`config.mk`:
```
export PLATFORM = sky130hd
export DESIGN_NAME = smbus_alert_responder
export DESIGN_NICKNAME = d
export VERILOG_FILES = /design/src/rtl/smbus_alert_pkg.sv /design/src/rtl/smbus_alert_addr_rx.sv /design/src/rtl/smbus_alert_evt_ctrl.sv /design/src/rtl/smbus_alert_resp_tx.sv /design/src/rtl/smbus_alert_responder.sv
export SDC_FILE = /design/constraint.sdc
export NUM_CORES = 1
export LEC_CHECK = 0
export ABC_AREA = 1
export BUFFER_PORTS_ARGS = -buffer_cell sky130_fd_sc_hd__buf_2
export CAP_MARGIN = 20
export CORE_ASPECT_RATIO = 0.9
export CORE_UTILIZATION = 54
export CTS_BUF_LIST = sky130_fd_sc_hd__clkbuf_2
export DETAILED_ROUTE_END_ITERATION = 16
export PLACE_DENSITY = 0.78
export SLEW_MARGIN = 15
export SYNTH_ARGS = -nofsm -noshare
export SYNTH_HDL_FRONTEND = slang
export SYNTH_SLANG_ARGS = --single-unit
```
`constraint.sdc`:
```
create_clock -name clk -period 1.4 [get_ports clk]
set_input_delay 0.07 -clock clk [delete_from_list [all_inputs] [get_ports clk]]
set_output_delay 0.07 -clock clk [all_outputs]
set_load 0.1 [all_outputs]
```
`src/rtl/smbus_alert_pkg.sv`:
```
// Package: shared constants and state type for the SMBus alert responder.
// Assumes a 7-bit target address space.
package smbus_alert_pkg;

    // Transmit-side phases of one alert response.
    typedef enum logic [2:0] {
        TX_IDLE,      // waiting for a matching alert read
        TX_ACK_WAIT,  // matched; waiting for SCL low to assert ACK
        TX_ACK_DRIVE, // ACK on SDA; waiting for host to sample it
        TX_ACK_END,   // ACK sampled; waiting for SCL low to send bit 0
        TX_DATA,      // sending the address word with arbitration
        TX_TAIL,      // word sent; release SDA on next SCL low
        TX_HOLD       // finished or lost; silent until START/STOP
    } tx_state_t;

    // Default alert response address (7 bits).
    localparam logic [6:0] ALERT_ADDR_DEF = 7'b0001100;

endpackage

```
`src/rtl/smbus_alert_addr_rx.sv`:
```
// Receives the first byte after a START, MSB first, one bit per SCL rising
// strobe. Signals completion with a one-cycle pulse, with the byte held
// stable afterwards. Assumes strobes are single-cycle and mutually spaced.
module smbus_alert_addr_rx #(
    parameter int ADDR_W = 7
) (
    input  logic              clk,
    input  logic              rst_n,
    input  logic              bus_start,
    input  logic              bus_stop,
    input  logic              scl_rise,
    input  logic              sda_in,
    output logic              byte_done,
    output logic [ADDR_W:0]   byte_val
);
    localparam int BYTE_W = ADDR_W + 1;
    localparam int CNT_W  = $clog2(BYTE_W + 1);

    logic              active_q;
    logic [CNT_W-1:0]  cnt_q;
    logic [BYTE_W-1:0] shift_q;
    logic              done_q;

    // Shift in the address byte and flag its completion.
    always_ff @(posedge clk) begin
        if (!rst_n) begin
            active_q <= 1'b0;
            cnt_q    <= '0;
            shift_q  <= '0;
            done_q   <= 1'b0;
        end else begin
            done_q <= 1'b0;
            if (bus_start) begin
                active_q <= 1'b1;
                cnt_q    <= '0;
            end else if (bus_stop) begin
                active_q <= 1'b0;
            end else if (active_q && scl_rise) begin
                shift_q <= {shift_q[BYTE_W-2:0], sda_in};
                cnt_q   <= cnt_q + 1'b1;
                if (cnt_q == CNT_W'(BYTE_W - 1)) begin
                    active_q <= 1'b0;
                    done_q   <= 1'b1;
                end
            end
        end
    end

    assign byte_done = done_q;
    assign byte_val  = shift_q;
endmodule

```
`src/rtl/smbus_alert_evt_ctrl.sv`:
```
// Drives the EVENT pull-down. Holds an "answered" flag set by an
// arbitration win and cleared once the pending event goes away.
// Assumes evt_pending is synchronous to clk.
module smbus_alert_evt_ctrl (
    input  logic clk,
    input  logic rst_n,
    input  logic irq_mode,
    input  logic evt_active_high,
    input  logic evt_pending,
    input  logic won,
    output logic evt_pull
);
    logic answered_q;

    // Remember a won response until the event source clears.
    always_ff @(posedge clk) begin
        if (!rst_n) begin
            answered_q <= 1'b0;
        end else if (!evt_pending) begin
            answered_q <= 1'b0;
        end else if (won) begin
            answered_q <= 1'b1;
        end
    end

    // EVENT pulled only in active-low interrupt signalling.
    always_comb begin
        evt_pull = irq_mode && !evt_active_high && evt_pending && !answered_q;
    end
endmodule

```
`src/rtl/smbus_alert_resp_tx.sv`:
```
// Sends ACK and then the word {own_addr, 1} MSB first, arbitrating on SDA.
// A bit changes only after an SCL falling strobe. A loss is seen at the SCL
// rising strobe and silences the block until START/STOP.
// Assumes the falling strobe comes at least two cycles after the match pulse.
module smbus_alert_resp_tx
    import smbus_alert_pkg::*;
#(
    parameter int ADDR_W = 7
) (
    input  logic              clk,
    input  logic              rst_n,
    input  logic              bus_start,
    input  logic              bus_stop,
    input  logic              scl_rise,
    input  logic              scl_fall,
    input  logic              sda_in,
    input  logic              hit,
    input  logic [ADDR_W-1:0] own_addr,
    output logic              sda_pull,
    output logic              won
);
    localparam int BYTE_W = ADDR_W + 1;
    localparam int IDX_W  = $clog2(BYTE_W + 1);

    tx_state_t         state_q;
    logic [BYTE_W-1:0] word_q;
    logic [IDX_W-1:0]  sent_q;
    logic              drive_q;
    logic              won_q;

    // Response sequencer with bitwise arbitration.
    always_ff @(posedge clk) begin
        if (!rst_n) begin
            state_q <= TX_IDLE;
            word_q  <= '0;
            sent_q  <= '0;
            drive_q <= 1'b0;
            won_q   <= 1'b0;
        end else begin
            won_q <= 1'b0;
            if (bus_start || bus_stop) begin
                state_q <= TX_IDLE;
                drive_q <= 1'b0;
            end else begin
                unique case (state_q)
                    TX_IDLE: begin
                        drive_q <= 1'b0;
                        if (hit) begin
                            word_q  <= {own_addr, 1'b1};
                            state_q <= TX_ACK_WAIT;
                        end
                    end
                    TX_ACK_WAIT: begin
                        if (scl_fall) begin
                            drive_q <= 1'b1;
                            state_q <= TX_ACK_DRIVE;
                        end
                    end
                    TX_ACK_DRIVE: begin
                        if (scl_rise) begin
                            state_q <= TX_ACK_END;
                        end
                    end
                    TX_ACK_END: begin
                        if (scl_fall) begin
                            drive_q <= !word_q[BYTE_W-1];
                            word_q  <= word_q << 1;
                            sent_q  <= IDX_W'(1);
                            state_q <= TX_DATA;
                        end
                    end
                    TX_DATA: begin
                        if (scl_rise) begin
                            if (!drive_q && !sda_in) begin
                                state_q <= TX_HOLD;
                            end else if (sent_q == IDX_W'(BYTE_W)) begin
                                won_q   <= 1'b1;
                                state_q <= TX_TAIL;
                            end
                        end else if (scl_fall) begin
                            drive_q <= !word_q[BYTE_W-1];
                            word_q  <= word_q << 1;
                            sent_q  <= sent_q + 1'b1;
                        end
                    end
                    TX_TAIL: begin
                        if (scl_fall) begin
                            drive_q <= 1'b0;
                            state_q <= TX_HOLD;
                        end
                    end
                    TX_HOLD: begin
                        drive_q <= 1'b0;
                    end
                    default: begin
                        state_q <= TX_IDLE;
                        drive_q <= 1'b0;
                    end
                endcase
            end
        end
    end

    assign sda_pull = drive_q;
    assign won      = won_q;
endmodule

```
`src/rtl/smbus_alert_responder.sv`:
```
// Top: target side of the SMBus alert exchange. Pulls EVENT while an event is
// pending in active-low interrupt signalling. Answers an alert read with its
// own address under SDA arbitration, and releases EVENT only after a win.
// Assumes bit strobes come from a separate protocol engine.
module smbus_alert_responder
    import smbus_alert_pkg::*;
#(
    parameter int              ADDR_W     = 7,
    parameter logic [ADDR_W-1:0] ALERT_ADDR = ALERT_ADDR_DEF
) (
    input  logic              clk,
    input  logic              rst_n,
    input  logic              bus_start,
    input  logic              bus_stop,
    input  logic              scl_rise,
    input  logic              scl_fall,
    input  logic              sda_in,
    input  logic [ADDR_W-1:0] own_addr,
    input  logic              irq_mode,
    input  logic              evt_active_high,
    input  logic              resp_en,
    input  logic              evt_pending,
    output logic              sda_pull,
    output logic              evt_pull
);
    localparam logic [ADDR_W:0] ALERT_READ = {ALERT_ADDR, 1'b1};

    logic            byte_done;
    logic [ADDR_W:0] byte_val;
    logic            hit;
    logic            won;

    smbus_alert_addr_rx #(.ADDR_W(ADDR_W)) rx_i (
        .clk       (clk),
        .rst_n     (rst_n),
        .bus_start (bus_start),
        .bus_stop  (bus_stop),
        .scl_rise  (scl_rise),
        .sda_in    (sda_in),
        .byte_done (byte_done),
        .byte_val  (byte_val)
    );

    // Answer only a read of the alert address while alerting and enabled.
    always_comb begin
        hit = byte_done && (byte_val == ALERT_READ) && evt_pull && resp_en;
    end

    smbus_alert_resp_tx #(.ADDR_W(ADDR_W)) tx_i (
        .clk       (clk),
        .rst_n     (rst_n),
        .bus_start (bus_start),
        .bus_stop  (bus_stop),
        .scl_rise  (scl_rise),
        .scl_fall  (scl_fall),
        .sda_in    (sda_in),
        .hit       (hit),
        .own_addr  (own_addr),
        .sda_pull  (sda_pull),
        .won       (won)
    );

    smbus_alert_evt_ctrl evt_i (
        .clk             (clk),
        .rst_n           (rst_n),
        .irq_mode        (irq_mode),
        .evt_active_high (evt_active_high),
        .evt_pending     (evt_pending),
        .won             (won),
        .evt_pull        (evt_pull)
    );
endmodule

```
Yosys cells after proc, flatten, opt, wreduce, memory -nomap -nowiden:

Cells that the tools add are included.

* memories: 0
* register bits after elaboration: 32
* bits in latches: 0
* ROM bits: 0
* input bits: 18
* memory bits (writable): 0
* output and inout port bits: 2
* logic and storage cells: 98

* multiplexer cells: 28
* shift operators: 0
* multiply operators: 0
* div/mod/pow operators: 0
* add/subtract/negate cells: 2
* equal/unequal tests: 18
* $lt $le $gt $ge: 0
* bitwise gates (word level): 9
* reduce and logical (&&, ||, !) cells: 31

Operator list (count)
* $mux 3: 8
* $mux 8: 3
* $pmux 8 s3: 1
* $pmux 3 s7: 1
* $ne 2x2->1 const B: 8
* $mux 4: 3
* $mux 1: 10
* $eq 3x3->1 const B: 3
* $not 1->1: 9
* $reduce_bool 3->1: 3
* $add 4x1->4 const B: 2
* $eq 8x5->1 const B: 1
* $logic_and 1x1->1: 8
* $pmux 4 s2: 1
* $reduce_and 4->1: 2
* $reduce_and 8->1: 1
* $eq 3x2->1 const B: 2
* $reduce_and 2->1: 3
* $logic_not 1->1: 5
* $pmux 1 s5: 1
* $reduce_and 5->1: 1
* $reduce_or 5->1: 1
* $eq 4x3->1 const B: 1
* $eq 4x4->1 const B: 1
* other kinds (8): 9

Longest topological paths before layout:

* depth after elaboration: 8
* mapped depth: 11
* gate-level depth less buffers: 10

Cells and area by module:

A second synthesis with hierarchy kept.

* cell total of the unflattened synthesis: 286
* area total of the unflattened synthesis: 1819.2 µm²

By module, submodules not included
* smbus_alert_resp_tx: cells each 169, times used 1, sequential area each 340.3 µm², area each 1052.3 µm²
* smbus_alert_addr_rx: cells each 95, times used 1, sequential area each 280.3 µm², area each 661.9 µm²
* smbus_alert_responder: cells each 13, times used 1, sequential area each 0.0 µm², area each 55.1 µm²
* smbus_alert_evt_ctrl: cells each 9, times used 1, sequential area each 20.0 µm², area each 50.0 µm²

Least setup slack after synthesis:

Ideal clock, no wire load.

* path type: register to register
* start: reg evt_i.answered_q
* end: reg tx_i.state_q[0]
* path buffers: 1
* library setup time: 0.070 ns
* cell stages (with the launch flop): 9
* arrival time: 2.573 ns
* clock period less this slack: 2.644 ns
* setup slack: -1.244 ns
* required time: 1.330 ns
* cell sequence: dfxtp_1 inv_1 nand2_1 nor2_1 nand2_1 o21ai_4 buf_4 nand3_1 a21oi_1

* word-level cells in the longest chain between the ends: 6

Ends and longest elaborated chain
* start, declared: line smbus_alert_evt_ctrl.sv:13 `logic answered_q;`
* start signal, assigned: line smbus_alert_evt_ctrl.sv:18 `answered_q <= 1'b0;`
* start signal, assigned: line smbus_alert_evt_ctrl.sv:20 `answered_q <= 1'b0;`
* start signal, assigned: line smbus_alert_evt_ctrl.sv:22 `answered_q <= 1'b1;`
* $logic_not 1->1: line smbus_alert_evt_ctrl.sv:28 `evt_pull = irq_mode && !evt_active_high && evt_pending && !answered_q;`
* $logic_and 1x1->1: line smbus_alert_evt_ctrl.sv:28
* named net evt_pull: line smbus_alert_responder.sv:24 `output logic evt_pull`
* $logic_and 1x1->1 (2 in a row): line smbus_alert_responder.sv:46 `hit = byte_done && (byte_val == ALERT_READ) && evt_pull && resp_en;`
* $ne 2x2->1 (no source line)
* $reduce_and 8->1 (no source line)
* end signal, assigned: line smbus_alert_resp_tx.sv:78 `state_q <= TX_TAIL;`
* end signal, assigned: line smbus_alert_resp_tx.sv:89 `state_q <= TX_HOLD;`
* end signal, assigned: line smbus_alert_resp_tx.sv:96 `state_q <= TX_IDLE;`
* end, declared: line smbus_alert_resp_tx.sv:25 `tx_state_t state_q;`

The timed path passes the listed nets, and every way through them passes these cells.
A chain may end at the register's enable or synchronous reset.

Worst setup path in the final report:

* start: reg tx_i.state_q[2]
* end: reg tx_i.word_q[2]

* word-level cells in the longest chain between the ends: 3
* elaborated cells on any way between the ends: 8
* those cells by class: eq/ne (4); mux (1); reduce/logical (3)

Ends and longest elaborated chain
* start signal, assigned: line smbus_alert_resp_tx.sv:34 `state_q <= TX_IDLE;`
* start signal, assigned: line smbus_alert_resp_tx.sv:42 `state_q <= TX_IDLE;`
* start signal, assigned: line smbus_alert_resp_tx.sv:50 `state_q <= TX_ACK_WAIT;`
* $eq 3x3->1, or another cell as far along: line smbus_alert_resp_tx.sv:45 `unique case (state_q)`
* $ne 2x2->1 (no source line) or $reduce_bool 3->1 (tied branches)
* $reduce_and 4->1 (no source line)
* end signal, assigned: line smbus_alert_resp_tx.sv:49 `word_q <= {own_addr, 1'b1};`
* end signal, assigned: line smbus_alert_resp_tx.sv:67 `word_q <= word_q << 1;`
* end signal, assigned: line smbus_alert_resp_tx.sv:82 `word_q <= word_q << 1;`
* end, declared: line smbus_alert_resp_tx.sv:26 `logic [BYTE_W-1:0] word_q;`

Several ways; a longest one is shown, not always the timed one.

==> results.toml <==
[run_status]
status = "finished with violations"
violations = "setup timing"

[setup_path]
reg2reg_slack_ns = -0.007
cp_max_fo = 6
worst-path-buf-inv = 3
arrival_ns = 1.69
crit_chain = "buf_4 > nand2_4 > nand2_8 > buf_4 > buf_4 > nand2_1 > nand2_1 > nand3b_1 > nand2_1 > nor2_1"
r2r_start = "tx_i.state_q[2]"
r2r_cells = 10
critical_path.endpoint = "tx_i.word_q[2]"
worstSetupEndpointType = "flop"
cp-startpoint = "tx_i.state_q[2]"
cp_slowest_stage_delay_ns = 0.37
cp_num_cells = 10
r2r-end = "tx_i.word_q[2]"
required_ns = 1.68
critPathSlowestCell = "dfxtp_2"
startpoint_type = "flop"
crit_type = "reg2reg"
cp_top_family = "simple AND/OR/NAND/NOR gates"

[cts]
clock_latency_ns = 0.36
htreeDepth = 2
clkTransAtPathRegs_ns = 0.15
clk_path_buf_depth = 2
clock-sinks = 32
cts_buffers = 5
cts_root_buf = "clkbuf_2"
cts_tree = "done"

[route]
dr.pass1.iters = 4
drt-initial-drc-count = 66
num_vias = 1673
wire_per_inst_um = 11.6
vias_per_cell = 5.01
routed_wl_um = 3870
ant_nets = 0
drc = 0

[logic_synthesis]
synth-xor-area-share = 0.00515
yosys.area_share.simple = 0.377
ys_top_cells_by_count = "nand2_1 (66), nor2_1 (40), dfxtp_1 (32), inv_1 (26), a21oi_1 (22)"
syn_nets = 270
synth_top_area_cell = "dfxtp_1"
synth_top_family_by_area = "simple AND/OR/NAND/NOR gates"
synthMuxAreaShare = 0
synth_cells = 249
ys.flop_type = "dfxtp_1"
syn_area_um2 = 1700
yosys_warnings = 0
async_flop_share = 0
synthDistinctLibCells = 24
yosysSeqAreaShare = 0.377
synth_compound_area_frac = 0.130
synth_seq_cells = 32
synth_most_common_cell = "nand2_1"
synthAdderAreaFrac = 0.0221
yosys-top-cells-area = "dfxtp_1 (38%), nand2_1 (15%), nor2_1 (8.8%)"
syn_area_per_cell_um2 = 6.83
synth_top_area_frac = 0.377
synth_edf_count = 0

[sta]
finalCritPeriodShare = 1.00
finalHoldViolCount = 0
setup_slack_ns = -0.00651
max_slew.worst_pin.slew_ns = 0.481
rsz0062_at_grt = "true"
timing.fmax_mhz = 711
holdWs_ns = 0.0310
maxSlewViolCount = 0
fin_crit_ns = 1.41
relSlewSlack = 0.682
setup_viol = 2
final.setup_skew_ns = 0.00488

[finish]
syn2layout_area_growth_pct = 24.7
finalNonFillerCells = 334
post-route-util = 0.741
num_antenna_cells = 0
layout-drive-gt1-share = 0.241
layout.nets = 315

[global_routing]
grt_pass1_wl_um = 6090
grt_pass1_vias = 1410
antenna_found_initial = 0
grt_usage = 0.245
grt_overflow = 0
grt_max_degree = 17

[pwr]
total_power_w = 0.00147
peakVddDrop_mv = 0.528
power_density_nw_per_um2 = 695
p_leak_nw = 0.964

[floorplan]
dieArea_um2 = 3380
fp.dieW_um = 61.2
coreArea_um2 = 2860
pin_count = 20
start_util = 0.594
placementRows = 18
die_h_um = 55.2

[placement]
dp_cells = 314
portBuffers = 19
routabilityCongestion = 0.862
hpwl_um = 2600

[min_path]
hold_path.class = "in2reg"
hold_start = "scl_fall"

[job]
drv_cap = 0
==> report_power, final <==
part	total [W]	switching (W)	leakage (nW)	internal [W]
clock	0.000406	0.000303	0.0239	0.000103
sequential	0.000920	0.00000452	0.262	0.000915
combinational	0.000149	0.0000840	0.678	0.0000650
total	0.00147	0.000392	0.964	0.00108
==> metal layers <==
layer  vias up  global-route usage  wire, um
li1        892                   -         -
met2        31               0.349      1820
met1       745               0.339      1830
met3         5              0.0913       169
met4         0              0.0747        46
met5         -                   0         0
==> kinds of logic after synthesis <==
group                    count (synthesis)
AO/OA/AOI/OAI                           41
XOR/XNOR                                 1
adder cells (fa/ha/maj)                  3
buffers and inverters                   32
flip-flops                              32
AND/OR/NAND/NOR                        140
==> tightest hold or removal path: cells and delay by family <==
kind	cells	cell delay, ns
buffers and inverters	1	0.13
and+or+nand+nor	1	0.11
AOI/OAI and AO/OA	1	0.06
==> flip-flops by register name, summed over array words and instances, names as in the netlist, 3 cells and up <==
| register | flops |
|---|---|
| rx_i.cnt_q | 4 |
| rx_i.byte_val | 8 |
| tx_i.sent_q | 4 |
| tx_i.word_q | 8 |
| tx_i.state_q | 3 |
==> area by class of cell <==
type	instances	area, um2
Clock buffer	5	25.0
Clock inverter	2	7.51
Fill cell	254	739
Inverter	26	101
Multi-Input combinational cell	185	961
Sequential cell	32	653
Tap cell	40	50.0
Timing Repair Buffer	44	323
==> cell usage in the layout, fill, tap and decap left out, drive strengths merged <==
| master | count |
|---|---|
| clkinv | 2 |
| nor3 | 1 |
| inv | 25 |
| clkinvlp | 1 |
| ha | 3 |
| dlygate4sd3 | 5 |
| clkbuf | 5 |
| nand3b | 9 |
| o22ai | 1 |
| dfxtp | 32 |
| buf | 39 |
| a211oi | 1 |
| nand4 | 3 |
| a21oi | 22 |
| xor2 | 1 |
| nor2 | 45 |
| o21ai | 16 |
| nand2 | 70 |
| nor4 | 1 |
| nand3 | 11 |
| a31oi | 1 |
==> through the flow <==
step	setup TNS (ns)	cell area (um2)	setup WS, ns
after global routing	-0.792	2120	-0.0982
after detailed placement	-0.217	1910	-0.0449
final	-0.00714	2120	-0.00651
after floorplan	-2.81	1720	-0.307
after CTS	0	2020	0.0271
after global placement	-0.232	1910	-0.0441
==> timing repair <==
item	4_1_cts	5_1_grt
gates resized for setup	4	15
buffers inserted	2	6
pin swaps	1	2
hold endpoints to repair	4	2
hold buffers	4	1
setup endpoints to repair	12	15
cloned	0	0
==> worst min-delay path by stage <==
stage                             to  slack [ns]  depth (start not counted)
floorplan              rx_i.active_q        0.19                          2
global placement    evt_i.answered_q        0.34                          3
detailed placement  evt_i.answered_q        0.35                          3
CTS                   tx_i.word_q[4]        0.01                          3
global route         tx_i.state_q[0]        0.02                          4
finish                tx_i.sent_q[1]        0.03                          3
(Power assumes the default switching activity.)
